--- config.mk ---
export PLATFORM = sky130hd
export DESIGN_NAME = scsi_cdb_decoder
export DESIGN_NICKNAME = d
export VERILOG_FILES = /design/src/rtl/cdb_pkg.sv /design/src/rtl/cdb_capture.sv /design/src/rtl/cdb_decode.sv /design/src/rtl/cdb_resp_gen.sv /design/src/rtl/scsi_cdb_decoder.sv
export SDC_FILE = /design/constraint.sdc
export NUM_CORES = 1
export LEC_CHECK = 0
export ABC_AREA = 1
export BUFFER_PORTS_ARGS = -buffer_cell sky130_fd_sc_hd__buf_2
export CAP_MARGIN = 20
export CORE_ASPECT_RATIO = 1.75
export CORE_MARGIN = 3
export CORE_UTILIZATION = 50
export CTS_CLUSTER_DIAMETER = 50
export DETAILED_ROUTE_END_ITERATION = 7
export PLACE_DENSITY = 0.73
export SETUP_SLACK_MARGIN = 0.4
export SYNTH_ARGS = -nofsm -noshare
export SYNTH_HDL_FRONTEND = slang
export SYNTH_SLANG_ARGS = --single-unit
--- constraint.sdc ---
create_clock -name clk -period 1.7 [get_ports clk]
set_input_delay 0.34 -clock clk [delete_from_list [all_inputs] [get_ports clk]]
set_output_delay 0.34 -clock clk [all_outputs]
set_load 0.02 [all_outputs]
--- src/rtl/cdb_pkg.sv ---
package cdb_pkg;

    localparam logic [7:0] OPC_TUR       = 8'h00;
    localparam logic [7:0] OPC_INQUIRY   = 8'h12;
    localparam logic [7:0] OPC_MODESENSE = 8'h1A;
    localparam logic [7:0] OPC_READCAP   = 8'h25;
    localparam logic [7:0] OPC_READ10    = 8'h28;
    localparam logic [7:0] OPC_WRITE10   = 8'h2A;

    localparam logic [7:0] STS_OK     = 8'h91;
    localparam logic [7:0] STS_ABSENT = 8'h80;
    localparam logic [7:0] INT_OK     = 8'h18;
    localparam logic [7:0] INT_DISC   = 8'h20;
    localparam logic [2:0] STEP_OK    = 3'd4;
    localparam logic [2:0] STEP_NONE  = 3'd0;

    localparam int INQ_LEN = 36;
    localparam int CAP_LEN = 8;

    typedef enum logic [1:0] {
        RSP_NONE = 2'd0,
        RSP_INQ  = 2'd1,
        RSP_CAP  = 2'd2
    } rsp_kind_e;

endpackage

--- src/rtl/cdb_capture.sv ---
module cdb_capture #(
    parameter int DEPTH = 10
) (
    input  logic                  clk,
    input  logic                  rst_n,
    input  logic                  in_valid,
    input  logic [7:0]            in_byte,
    input  logic                  in_last,
    output logic                  seq_start,
    output logic                  complete,
    output logic [DEPTH-1:0][7:0] bytes
);
    localparam int IDX_W = $clog2(DEPTH + 1);

    typedef struct packed {
        logic                  busy;
        logic [IDX_W-1:0]      idx;
        logic                  cmp;
        logic [DEPTH-1:0][7:0] mem;
    } cap_t;

    cap_t cap_d, cap_q;

    always_comb begin
        cap_d     = cap_q;
        cap_d.cmp = 1'b0;
        seq_start = in_valid && !cap_q.busy;
        if (in_valid) begin
            if (!cap_q.busy) begin
                cap_d.mem    = '0;
                cap_d.mem[0] = in_byte;
                cap_d.idx    = IDX_W'(1);
            end else if (cap_q.idx < IDX_W'(DEPTH)) begin
                cap_d.mem[cap_q.idx] = in_byte;
                cap_d.idx            = cap_q.idx + IDX_W'(1);
            end
            cap_d.busy = !in_last;
            cap_d.cmp  = in_last;
        end
    end

    always_ff @(posedge clk or negedge rst_n) begin
        if (!rst_n) cap_q <= '0;
        else        cap_q <= cap_d;
    end

    assign complete = cap_q.cmp;
    assign bytes    = cap_q.mem;

    assert_idx_bound_R7: assert property (@(posedge clk) disable iff (!rst_n)
        cap_q.idx <= IDX_W'(DEPTH));

    assert_busy_clears_R7: assert property (@(posedge clk) disable iff (!rst_n)
        (in_valid && in_last) |=> !cap_q.busy && complete);

endmodule

--- src/rtl/cdb_decode.sv ---
module cdb_decode
    import cdb_pkg::*;
#(
    parameter int TGT_W     = 3,
    parameter int MAX_TGT   = 4,
    parameter int DEPTH     = 10,
    parameter int CNT_W     = 16,
    parameter int BLK_SHIFT = 9
) (
    input  logic                      clk,
    input  logic                      rst_n,
    input  logic                      complete,
    input  logic [DEPTH-1:0][7:0]     bytes,
    input  logic [TGT_W-1:0]          target_id,
    input  logic [(1<<TGT_W)-1:0]     present_mask,
    input  logic [(1<<TGT_W)-1:0]     optical_mask,
    input  logic [31:0]               cap_sectors,
    output logic                      done,
    output logic                      dir_in,
    output logic [CNT_W+BLK_SHIFT-1:0] xfer_len,
    output logic [31:0]               lba,
    output logic [CNT_W-1:0]          blk_cnt,
    output logic [7:0]                status,
    output logic [7:0]                intr,
    output logic [2:0]                seq_step,
    output rsp_kind_e                 rsp_kind,
    output logic                      rsp_optical,
    output logic [31:0]               rsp_sectors
);
    localparam int XLEN_W = CNT_W + BLK_SHIFT;

    typedef struct packed {
        logic              done;
        logic              dir_in;
        logic [XLEN_W-1:0] xlen;
        logic [31:0]       lba;
        logic [CNT_W-1:0]  cnt;
        logic [7:0]        status;
        logic [7:0]        intr;
        logic [2:0]        step;
        rsp_kind_e         kind;
        logic              optical;
        logic [31:0]       sectors;
    } res_t;

    res_t res_d, res_q;
    logic       found;
    logic [7:0] opcode;
    logic [31:0] f_lba;
    logic [CNT_W-1:0] f_cnt;

    always_comb begin
        found  = (target_id <= TGT_W'(MAX_TGT)) && present_mask[target_id];
        opcode = bytes[1];
        f_lba  = {bytes[3], bytes[4], bytes[5], bytes[6]};
        f_cnt  = CNT_W'({bytes[8], bytes[9]});

        res_d      = res_q;
        res_d.done = 1'b0;
        if (complete) begin
            res_d.done    = 1'b1;
            res_d.dir_in  = 1'b0;
            res_d.xlen    = '0;
            res_d.lba     = '0;
            res_d.cnt     = '0;
            res_d.kind    = RSP_NONE;
            res_d.optical = optical_mask[target_id];
            res_d.sectors = cap_sectors;
            if (!found) begin
                res_d.status = STS_ABSENT;
                res_d.intr   = INT_DISC;
                res_d.step   = STEP_NONE;
            end else begin
                res_d.status = STS_OK;
                res_d.intr   = INT_OK;
                res_d.step   = STEP_OK;
                case (opcode)
                    OPC_INQUIRY: begin
                        res_d.dir_in = 1'b1;
                        res_d.xlen   = XLEN_W'(INQ_LEN);
                        res_d.kind   = RSP_INQ;
                    end
                    OPC_READCAP: begin
                        res_d.dir_in = 1'b1;
                        res_d.xlen   = XLEN_W'(CAP_LEN);
                        res_d.kind   = RSP_CAP;
                    end
                    OPC_READ10, OPC_WRITE10: begin
                        res_d.dir_in = (opcode == OPC_READ10);
                        res_d.lba    = f_lba;
                        res_d.cnt    = f_cnt;
                        res_d.xlen   = {f_cnt, {BLK_SHIFT{1'b0}}};
                    end
                    default: begin
                        res_d.dir_in = 1'b0;
                    end
                endcase
            end
        end
    end

    always_ff @(posedge clk or negedge rst_n) begin
        if (!rst_n) res_q <= '0;
        else        res_q <= res_d;
    end

    assign done        = res_q.done;
    assign dir_in      = res_q.dir_in;
    assign xfer_len    = res_q.xlen;
    assign lba         = res_q.lba;
    assign blk_cnt     = res_q.cnt;
    assign status      = res_q.status;
    assign intr        = res_q.intr;
    assign seq_step    = res_q.step;
    assign rsp_kind    = res_q.kind;
    assign rsp_optical = res_q.optical;
    assign rsp_sectors = res_q.sectors;

    assert_absent_codes_R1: assert property (@(posedge clk) disable iff (!rst_n)
        (done && status == STS_ABSENT) |-> (xfer_len == '0 && intr == INT_DISC
                                            && seq_step == STEP_NONE && !dir_in));

    assert_success_codes_R2: assert property (@(posedge clk) disable iff (!rst_n)
        (done && status == STS_OK) |-> (intr == INT_OK && seq_step == STEP_OK));

    assert_out_len_blocks_R5: assert property (@(posedge clk) disable iff (!rst_n)
        !dir_in |-> (xfer_len[BLK_SHIFT-1:0] == '0));

    assert_hold_between_R8: assert property (@(posedge clk) disable iff (!rst_n)
        !done |-> ($stable(xfer_len) && $stable(status) && $stable(lba)
                   && $stable(dir_in) && $stable(blk_cnt)));

endmodule

--- src/rtl/cdb_resp_gen.sv ---
module cdb_resp_gen
    import cdb_pkg::*;
(
    input  logic        clk,
    input  logic        rst_n,
    input  logic        load,
    input  rsp_kind_e   kind,
    input  logic        optical,
    input  logic [31:0] sectors,
    input  logic        abort,
    input  logic        rsp_req,
    output logic        rsp_valid,
    output logic [7:0]  rsp_byte,
    output logic        rsp_last
);
    localparam int IDX_W = $clog2(INQ_LEN);

    typedef struct packed {
        logic             active;
        rsp_kind_e        kind;
        logic [IDX_W-1:0] idx;
        logic             optical;
        logic [31:0]      sectors;
    } gen_t;

    gen_t g_d, g_q;
    logic [IDX_W-1:0] final_idx;

    always_comb begin
        final_idx = (g_q.kind == RSP_INQ) ? IDX_W'(INQ_LEN - 1) : IDX_W'(CAP_LEN - 1);
        rsp_valid = g_q.active;
        rsp_last  = g_q.active && (g_q.idx == final_idx);

        rsp_byte = 8'h00;
        if (g_q.kind == RSP_INQ) begin
            case (g_q.idx)
                IDX_W'(0): rsp_byte = g_q.optical ? 8'h05 : 8'h00;
                IDX_W'(2): rsp_byte = 8'h01;
                IDX_W'(3): rsp_byte = 8'h02;
                default:   rsp_byte = 8'h00;
            endcase
        end else if (g_q.kind == RSP_CAP) begin
            case (g_q.idx)
                IDX_W'(0): rsp_byte = g_q.sectors[31:24];
                IDX_W'(1): rsp_byte = g_q.sectors[23:16];
                IDX_W'(2): rsp_byte = g_q.sectors[15:8];
                IDX_W'(3): rsp_byte = g_q.sectors[7:0];
                IDX_W'(6): rsp_byte = 8'h02;
                default:   rsp_byte = 8'h00;
            endcase
        end

        g_d = g_q;
        if (abort) begin
            g_d.active = 1'b0;
        end else if (load) begin
            g_d.active  = (kind != RSP_NONE);
            g_d.kind    = kind;
            g_d.idx     = '0;
            g_d.optical = optical;
            g_d.sectors = sectors;
        end else if (g_q.active && rsp_req) begin
            if (rsp_last) g_d.active = 1'b0;
            else          g_d.idx    = g_q.idx + IDX_W'(1);
        end
    end

    always_ff @(posedge clk or negedge rst_n) begin
        if (!rst_n) g_q <= '0;
        else        g_q <= g_d;
    end

    assert_last_ends_R11: assert property (@(posedge clk) disable iff (!rst_n)
        (rsp_valid && rsp_req && rsp_last && !load && !abort) |=> !rsp_valid);

    assert_last_has_valid_R11: assert property (@(posedge clk) disable iff (!rst_n)
        rsp_last |-> rsp_valid);

    assert_abort_drops_R11: assert property (@(posedge clk) disable iff (!rst_n)
        abort |=> !rsp_valid);

endmodule

--- src/rtl/scsi_cdb_decoder.sv ---
module scsi_cdb_decoder
    import cdb_pkg::*;
#(
    parameter int TGT_W     = 3,
    parameter int MAX_TGT   = 4,
    parameter int DEPTH     = 10,
    parameter int CNT_W     = 16,
    parameter int BLK_SHIFT = 9
) (
    input  logic                       clk,
    input  logic                       rst_n,
    input  logic                       in_valid,
    input  logic [7:0]                 in_byte,
    input  logic                       in_last,
    input  logic [TGT_W-1:0]           target_id,
    input  logic [(1<<TGT_W)-1:0]      present_mask,
    input  logic [(1<<TGT_W)-1:0]      optical_mask,
    input  logic [31:0]                cap_sectors,
    output logic                       done,
    output logic                       dir_in,
    output logic [CNT_W+BLK_SHIFT-1:0] xfer_len,
    output logic [31:0]                lba,
    output logic [CNT_W-1:0]           blk_cnt,
    output logic [7:0]                 status,
    output logic [7:0]                 intr,
    output logic [2:0]                 seq_step,
    input  logic                       rsp_req,
    output logic                       rsp_valid,
    output logic [7:0]                 rsp_byte,
    output logic                       rsp_last
);
    logic                  seq_start;
    logic                  complete;
    logic [DEPTH-1:0][7:0] bytes;
    rsp_kind_e             rsp_kind;
    logic                  rsp_optical;
    logic [31:0]           rsp_sectors;

    cdb_capture #(.DEPTH(DEPTH)) u_capture (
        .clk       (clk),
        .rst_n     (rst_n),
        .in_valid  (in_valid),
        .in_byte   (in_byte),
        .in_last   (in_last),
        .seq_start (seq_start),
        .complete  (complete),
        .bytes     (bytes)
    );

    cdb_decode #(
        .TGT_W(TGT_W), .MAX_TGT(MAX_TGT), .DEPTH(DEPTH),
        .CNT_W(CNT_W), .BLK_SHIFT(BLK_SHIFT)
    ) u_decode (
        .clk          (clk),
        .rst_n        (rst_n),
        .complete     (complete),
        .bytes        (bytes),
        .target_id    (target_id),
        .present_mask (present_mask),
        .optical_mask (optical_mask),
        .cap_sectors  (cap_sectors),
        .done         (done),
        .dir_in       (dir_in),
        .xfer_len     (xfer_len),
        .lba          (lba),
        .blk_cnt      (blk_cnt),
        .status       (status),
        .intr         (intr),
        .seq_step     (seq_step),
        .rsp_kind     (rsp_kind),
        .rsp_optical  (rsp_optical),
        .rsp_sectors  (rsp_sectors)
    );

    cdb_resp_gen u_resp (
        .clk       (clk),
        .rst_n     (rst_n),
        .load      (done),
        .kind      (rsp_kind),
        .optical   (rsp_optical),
        .sectors   (rsp_sectors),
        .abort     (seq_start),
        .rsp_req   (rsp_req),
        .rsp_valid (rsp_valid),
        .rsp_byte  (rsp_byte),
        .rsp_last  (rsp_last)
    );

    assert_done_after_last_R8: assert property (@(posedge clk) disable iff (!rst_n)
        done |-> $past(in_valid && in_last, 2));

endmodule

==> results of run 1 <==
==> worst reg2reg max path, delay by kind of cell, from the launching register on <==
family	cells	cell delay [ps]
compound gates	1	160
buf+inv	4	510
flops	1	440
simple gates	5	530
==> cell usage after synthesis (4+ instances only) <==
library cell	instances	area (um^2)
clkbuf_1	20	75.1
buf_6	14	158
o21bai_1	40	300
nor3_1	50	250
nor2_2	4	25.0
dfrtp_1	194	4850
o21ai_1	5	25.0
buf_2	24	120
o211ai_1	8	60.1
a21oi_1	5	25.0
inv_2	6	22.5
buf_4	46	345
nand2_2	5	31.3
nand3_1	76	380
nor2_1	86	323
ha_1	8	100
nand4_1	19	119
o21ai_0	141	706
inv_1	79	297
nand2_1	275	1030
==> per-stage QoR <==
| stage | cell area, um^2 | cells | setup WS [ps] | setup TNS [ps] |
|---|---|---|---|---|
| after floorplan | 9520 | 1134 | 95.9 | 0 |
| after global placement | 10300 | 1455 | -8.68 | -16.8 |
| after detailed placement | 10300 | 1455 | -90.6 | -157 |
| after CTS | 13200 | 1559 | -446 | -3640 |
| after global routing | 14800 | 1613 | -539 | -5040 |
| final | 14800 | 1614 | -486 | -3900 |
==> area by class of cell <==
class	count	share of cell area, %
antenna	1	0.0169
multi-input combinational	756	34.4
tap	234	1.98
clock buffer	19	2.99
inverter	85	2.29
clock inverter	13	1.23
timing repair buffer	312	24.2
sequential	194	32.9
==> timing repair <==
| item | CTS | global route |
|---|---|---|
| pin swaps | 86 | 105 |
| hold endpoints to repair | 41 | 0 |
| setup endpoints to repair | 191 | 234 |
| buffers inserted | 46 | 41 |
| resized for setup | 398 | 208 |
| gates cloned | 25 | 13 |
| hold buffers | 1 | 0 |
==> cell families (layout without fill, tap and decap cells) <==
group | after synthesis | after routing
simple gates | 522 | 528
compound gates | 201 | 201
flops | 194 | 194
buf+inv | 190 | 429
fa+ha+maj | 8 | 8
other cells | 1 | 19
xor+xnor | 1 | 1
==> per-layer routing <==
metal	routed length, um	track usage [%]	share of wire (%)	vias up
met5	0	0	0	-
met4	3430	19.0	9.1	0
met3	2490	5.32	6.6	229
met2	19900	52.9	53	532
met1	11900	32.4	32	4563
li1	-	-	-	4104
==> flip-flops by register name, summed over array words and instances (netlist names), 2 cells and up <==
register and count:
u_decode.lba 32, u_capture.cap_q 5, u_decode.blk_cnt 16, u_decode.intr 2, u_decode.rsp_sectors 32, u_capture.bytes 56, u_resp.g_q 41, u_decode.rsp_kind 2
u_decode.xfer_len 2
==> final timing paths <==
path,cells past startpoint,endpoint,start,slack [ps]
min in group asynchronous,2,u_decode.rsp_sectors[10]$_DFFE_PN0P_,rst_n,410
worst max-delay path,8,rsp_byte[6],u_resp.g_q[38]$_DFFE_PN0P_,-490
worst min register to register,2,u_resp.g_q[6]$_DFFE_PN0P_,u_resp.g_q[6]$_DFFE_PN0P_,500
worst min-delay path,3,u_decode.rsp_sectors[29]$_DFFE_PN0P_,cap_sectors[29],100
max in group asynchronous,3,u_capture.complete$_DFF_PN0_,rst_n,660
worst max register to register,10,u_capture.bytes[38]$_DFFE_PN0P_,u_capture.cap_q[83]$_DFFE_PN0P_,-30
==> power groups by stage <==
stage	logic (mW)	clock network (mW)	registers, mW
after floorplan	1.97	0	5.66
after global placement	2.67	0	5.76
after detailed placement	2.74	0	5.78
after CTS	4.38	4.32	5.76
after global routing	6.50	4.60	5.98
final	6.22	4.40	5.94
==> results.ini, run 1 <==
[timing]
fin_ws_ps=-486
setup_viol=15
fmax_ghz=0.457
rsz0062_at_grt=true
layout_min_cycle_time_ps=2190
maxSlewViolCount=0
whs_ps=97.6
hold_viol=0
fin_crit_sh_pct=129
skew_ps=17.3

[setup_path]
worstPathRequired_ps=1360
cpPeakStageDelay_ps=410
cp_common_cell=buf_6
path_class=reg -> out
worst_setup_path_end_kind=output port
critical_path.top_delay_family=simple AND/OR/NAND/NOR gates
worst_ep_arrival_time_ps=1850
critical_path.cell_chain=nor2_2 -> buf_6 -> buf_6 -> nand4_1 -> o21ai_1 -> nor2_1 -> nor2_4 -> buf_6
slowest_stage=dfrtp_1
crit_buf_inv=3
startpoint_type=register
crit_fanout=6

[job]
maxCapViolCount=0

[power]
total_power_mw=16.6
power_frac_clock_pct=26.6
p_leak_nw=6.80
p_int_mw=10.5
p_switching_mw=6.09
vdd_drop_max_mv=0.948
share_comb_of_total_power_pct=37.6
power_density_mw_per_mm2=1120
switching_share_pct=36.8
seqPwrFrac_pct=35.9

[finish]
final-seq-area_mm2=0.00487
area_growth_pct=58.6
drive_gt1_share_pct=43.4
fin_nets=1438
nFillCells=971
fin_util_pct=81.3
final_common_cell=nand2_1
multi_input_area_mm2=0.00510
final_cell_mix=nand2_1, dfrtp_1, buf_6

[yosys]
synthDistinctLibCells=29
synthXorXnorAreaFrac_pct=0.0938
synth-seq-cells=194
ys_async_sr_fraction_pct=100
synth_top_family_by_area=simple AND/OR/NAND/NOR gates
synth_area_per_cell_um2=8.36
syn_area_mm2=0.00934
ys_seq_area_share_pct=52.0
synth_edf_count=0
yosys.area_share.adder_pct=1.07
synth.area.mux_share_pct=0
synth_ff_type=dfrtp_1
synthCells=1117
synth_compound_area_share_pct=12.1
yosysWarnings=0
yosys.area_share.simple_pct=23.8

[worst_hold_path]
hold_class=in -> reg

[drt]
drtIter0Drc=869
dr.pass1.iters=7
drt.antenna.violating_nets=0
routed_via_density=5.84
avgRoutedWirePerCell_um=23.4
vias=9428
wl_um=37700
drc_errors=0

[floorplanning]
die_h_um=187
dieArea_mm2=0.0204
die_w_um=109
fp.coreArea_mm2=0.0182
start_util_pct=51.3
ioPinCount=168
row_count=65

[grt]
antenna_found_initial=0
grt_use_total_pct=30.1
grt_pass1_vias=9204
grt_pass1_wl_um=47600
grt_max_degree=70
grt_overflow=0

[clock_network]
clk_latency_ps=460
clock_path_buffers=2
clock-sinks=194
ctsHtreeMaxLevel=4
cts_tree=done
clkTransAtPathRegs_ps=70
cts_buffers=17
cts_root_buffer=clkbuf_16

[status]
status=finished with violations
violations=negative setup slack

[placed_design]
place_congestion=0.919
numPortBuffers=146
dp_hpwl_um=16300

Note: power is estimated with default switching activity, not from simulation.
==> run 2, diff against run 1 <==
Settings changed: CELL_PAD_IN_SITES_DETAIL_PLACEMENT set to 0, CELL_PAD_IN_SITES_GLOBAL_PLACEMENT set to 1, CORE_UTILIZATION 50 to 41, PLACE_DENSITY 0.73 to unset, PLACE_DENSITY_LB_ADDON set to 0.1, RECOVER_POWER set to 25.
==> run 2 against run 1 <==
The run still ends with negative setup slack left. Via count fell by 9.2%. Global-route usage fell by 6.5 points. Non-clock buffer count rose by 7. Total power fell by 5.9%. Worst setup slack improved by 63 ps. Hold slack improved by 5.4 ps. Cell count rose by 4.0%. Die area rose by 21%. Highest routed layer unchanged.
==> results.ini, run 2 (synthesized netlist as in run 1, its figures left out) <==
[drt]
drtIter0Drc=535
drc_errors=0
wl_met2_um=17900
dr.pass1.iters=5
met3_length_um=1100
routed_via_density=5.10
wl_met1_um=10900
vias=8563
highest_layer=met4
avgRoutedWirePerCell_um=18.5
wl_um=31100
drt.antenna.violating_nets=0

[timing]
relSlewSlack_pct=23.3
setup_tns_ps=-3530
fin_crit_sh_pct=125
fin_ws_ps=-423
skew_ps=7.75
setup_viol=14
whs_ps=103
worstMarginPinSlew_ps=1150
maxSlewViolCount=0
hold_viol=0
fmax_ghz=0.471
layout_min_cycle_time_ps=2120
rsz0062_at_grt=true

[grt]
grt_max_degree=70
grt_pass1_vias=8547
grt_pass1_wl_um=45500
antenna_found_initial=0
grt_overflow=0
grt_use_total_pct=23.6

[finish]
nFillCells=1840
final_common_cell=nand2_1
antenna_cells=0
fin_nets=1442
drive_gt1_share_pct=41.1
final_cell_mix=nand2_1, dfrtp_1, buf_6
area_growth_pct=54.8
largest_reg_flops=56

[clock_network]
clock-sinks=194
clkTransAtPathRegs_ps=80
cts_root_buffer=clkbuf_16
clk_latency_ps=440
clock_path_buffers=2
cts_buffers=17
ctsHtreeMaxLevel=4
cts_tree=done

[setup_path]
cpPeakStageDelay_ps=460
crit_buf_inv=2
slowest_stage=dfrtp_2
critical_path.cell_chain=inv_4 -> ha_4 -> nand3_4 -> nor2_4 -> nand2_1 -> nand2_1 -> nor2_1 -> nor2_2 -> buf_6
cp_common_cell=nand2_1
path_class=reg -> out
worst_ep_arrival_time_ps=1780
crit_fanout=7
worst_setup_path_end_kind=output port
worstPathRequired_ps=1360
critical_path.top_delay_family=simple AND/OR/NAND/NOR gates
startpoint_type=register

[floorplanning]
fp.coreArea_mm2=0.0223
ioPinCount=168
start_util_pct=42.0
dieArea_mm2=0.0247
die_h_um=206
row_count=72
die_w_um=120

[worst_hold_path]
hold_class=in -> reg

[power]
p_leak_nw=6.71
vdd_drop_max_mv=0.923
power_density_mw_per_mm2=1080

[job]
maxCapViolCount=0

[placed_design]
place_congestion=0.857
numPortBuffers=146
dp_hpwl_um=17900

[status]
violations=negative setup slack
status=finished with violations

## run 2: tightest hold or removal path, cell delays in order
cell and delay (ps):
buf_2 70, nand2_1 40, o21ai_0 60
## run 2: through the flow
stage	util (%)	setup slack, ps	power [mW]	cells	area (um^2)
after CTS	59.5	-460	14.4	1630	13200
after floorplan	-	95.9	7.64	1134	9520
after global routing	65.0	-544	16.3	1679	14500
after detailed placement	47.4	-33.7	8.63	1525	10500
final	65.0	-423	15.6	1679	14500
after global placement	47.4	-27.2	8.57	1525	10500
## run 2: final timing paths
kind	end	cells past startpoint	slack [ps]	startpoint
max	rsp_byte[5]	9	-420	u_resp.g_q[33]$_DFFE_PN0P_
min	u_decode.rsp_sectors[30]$_DFFE_PN0P_	3	100	cap_sectors[30]
max reg2reg	u_resp.g_q[35]$_DFFE_PN0P_	12	-30	u_resp.g_q[33]$_DFFE_PN0P_
min reg2reg	u_resp.g_q[20]$_DFFE_PN0P_	2	490	u_resp.g_q[20]$_DFFE_PN0P_
max in group asynchronous	u_capture.cap_q[83]$_DFFE_PN0P_	4	10	rst_n
min in group asynchronous	u_decode.rsp_sectors[13]$_DFFE_PN0P_	2	740	rst_n
## run 2: cell type report
| cell class | count | area (um^2) | area share, % |
|---|---|---|---|
| tap | 296 | 370 | 2.56 |
| multi-input combinational | 753 | 4670 | 32.3 |
| sequential | 194 | 4880 | 33.7 |
| timing repair buffer | 319 | 3570 | 24.7 |
| clock inverter | 12 | 169 | 1.17 |
| inverter | 85 | 337 | 2.33 |
| clock buffer | 20 | 467 | 3.23 |
## run 2: per-layer routing
layer	up-vias	global-route usage, %
met5	-	0
met4	0	9.63
met3	76	3.71
met2	228	45.7
met1	4153	25.1
li1	4106	-
## run 2: power breakdown
| part | total, mW | switching, mW | internal [mW] | leakage, nW |
|---|---|---|---|---|
| clock | 4.37 | 1.90 | 2.47 | 0.306 |
| combinational | 5.38 | 2.83 | 2.55 | 3.86 |
| sequential | 5.84 | 0.555 | 5.28 | 2.54 |
## run 2: what timing repair did
action | CTS | global route
pin swaps | 86 | 75
cloned | 19 | 12
setup buffers | 53 | 37
endpoints found under the setup margin | 162 | 213
hold buffers | 1 | 0
hold endpoints to repair | 18 | 0
gates resized for setup | 387 | 159
==> run 3, diff against run 2 <==
==> constraint.sdc (replaced) <==
create_clock -name clk -period 1.7 [get_ports clk]
set_input_delay 0.17 -clock clk [delete_from_list [all_inputs] [get_ports clk]]
set_output_delay 0.17 -clock clk [all_outputs]
set_load 0.02 [all_outputs]
==> run 3 against run 2 <==
The flow still finishes with violations (negative setup slack). Worst setup slack improved by 150 ps. Sequential power rose by 1%. Via count rose by 4.4%. Die area did not move. Combinational power rose by 20%. Fmax rose by 7.4%. Critical endpoint unchanged. Clock skew barely moved. Clock-buffer cell count fell by 3. Core utilization rose by 1.7 points. Total power rose by 7.0%. Cell count rose by 1.0%. Clock power fell by 2%. Highest routed layer unchanged. Critical path type unchanged.
==> results.ini, run 3 (synthesized netlist as in run 1, its figures left out) <==
[status]
status=finished with violations
violations=negative setup slack

[finish]
antenna_cells=0
multi_input_area_mm2=0.00524
fin_cells=1696
fin_nets=1460
final_common_cell=nand2_1
final_cell_mix=nand2_1, dfrtp_1, buf_2
area_growth_pct=58.8
final-seq-area_mm2=0.00487
largest_reg_flops=56
nFillCells=1760
drive_gt1_share_pct=45.4

[drt]
drtIter0Drc=609
wl_um=33600
avgRoutedWirePerCell_um=19.8
drc_errors=0
vias=8944
dr.pass1.iters=5
drt.antenna.violating_nets=0
routed_via_density=5.27

[power]
p_leak_nw=6.86
seqPwrFrac_pct=35.5
share_comb_of_total_power_pct=38.7
switching_share_pct=35.6
power_density_mw_per_mm2=1120
p_int_mw=10.7
total_power_mw=16.7
power_frac_clock_pct=25.8
p_switching_mw=5.94
vdd_drop_max_mv=0.743

[clock_network]
ctsHtreeMaxLevel=4
cts_buffers=17
clk_latency_ps=450
cts_root_buffer=clkbuf_16
clock_path_buffers=2
cts_tree=done
clock-sinks=194
clkTransAtPathRegs_ps=70

[timing]
setup_viol=9
setup_tns_ps=-2130
hold_viol=0
layout_min_cycle_time_ps=1980
fin_crit_sh_pct=116
fmax_ghz=0.506
whs_ps=77.3
maxSlewViolCount=0
skew_ps=8.01
fin_ws_ps=-276
rsz0062_at_grt=true
worstMarginPinSlew_ps=917
relSlewSlack_pct=38.9

[grt]
antenna_found_initial=0
grt_overflow=0
grt_pass1_vias=8503
grt_max_degree=63
grt_pass1_wl_um=46700
grt_use_total_pct=24.5

[placed_design]
numPortBuffers=146
dp_hpwl_um=17700
dpl.cell_count=1515
place_congestion=0.844

[floorplanning]
die_w_um=120
start_util_pct=42.0
dieArea_mm2=0.0247
fp.coreArea_mm2=0.0223
die_h_um=206
row_count=72
ioPinCount=168

[setup_path]
worstPathRequired_ps=1530
crit_buf_inv=2
slowest_stage=dfrtp_2
critical_path.top_delay_family=simple AND/OR/NAND/NOR gates
critical_path.cell_chain=buf_6 -> ha_4 -> nand3_4 -> nor2_4 -> nand2_1 -> nand2_1 -> nor2_1 -> nor2_2 -> buf_6
startpoint_type=register
path_class=reg -> out
worst_setup_path_end_kind=output port
cpPeakStageDelay_ps=450
worst_ep_arrival_time_ps=1810
crit_fanout=7

[worst_hold_path]
hold_class=in -> reg

[job]
maxCapViolCount=0

[run 3: metrics by stage]
stage          instance area [um^2]  setup WS (ps)  utilization, %
2_1_floorplan                  9530            256               -
3_3_place_gp                  10400           89.8            46.8
3_5_place_dp                  10400           66.9            46.8
4_1_cts                       13000           -287            58.6
5_1_grt                       14800           -388            66.7
6_report                      14800           -276            66.7
[run 3: repair_timing]
item	in CTS	in global routing
setup endpoints to repair	121	146
hold buffers	34	0
gates resized for setup	251	311
hold endpoints to repair	155	0
pin swaps	111	121
cloned	21	19
setup buffers	45	31
[run 3: worst register-to-register path, cell delays in order, from the launching register on]
cell	delay (ps)
dfrtp_2	400
clkbuf_2	530
buf_4	450
nand2_1	70
o21ai_0	80
[run 3: layer usage]
layer  vias up  global-route usage [%]  part of all wire, %
met5         -                       0                    0
met4         0                    11.9                  6.7
met3       122                    3.49                  3.4
met2       279                    46.1                   57
met1      4385                    26.5                   33
li1       4158                       -                    -
[run 3: power groups by stage]
| stage | combinational, mW | sequential (mW) | clock, mW |
|---|---|---|---|
| after global placement | 2.68 | 5.81 | 0 |
| after detailed placement | 2.72 | 5.82 | 0 |
| after CTS | 4.65 | 5.77 | 4.37 |
| after floorplan | 1.98 | 5.66 | 0 |
| after global routing | 6.82 | 5.99 | 4.54 |
| final | 6.45 | 5.92 | 4.30 |
[run 3: final timing paths]
| kind | from | endpoint | slack, ps | depth (start not counted) |
|---|---|---|---|---|
| max reg2reg | u_capture.complete$_DFF_PN0_ | u_decode.rsp_sectors[26]$_DFFE_PN0P_ | 20 | 4 |
| max in group asynchronous | rst_n | u_decode.rsp_sectors[28]$_DFFE_PN0P_ | 210 | 3 |
| min | target_id[2] | u_decode.rsp_optical$_DFFE_PN0P_ | 80 | 4 |
| min reg2reg | u_decode.status[7]$_DFFE_PN0P_ | u_decode.status[7]$_DFFE_PN0P_ | 470 | 1 |
| max | u_resp.g_q[34]$_DFFE_PN0P_ | rsp_byte[5] | -280 | 9 |
| min in group asynchronous | rst_n | u_decode.rsp_sectors[10]$_DFFE_PN0P_ | 350 | 2 |
[run 3: area by class of cell]
cell class                      count  share of cell area, %
Clock inverter                     14                   1.26
Inverter                           85                   2.39
Multi-Input combinational cell    755                   35.3
Timing Repair Buffer              335                   22.9
Sequential cell                   194                   32.8
Tap cell                          296                   2.50
Clock buffer                       17                   2.87
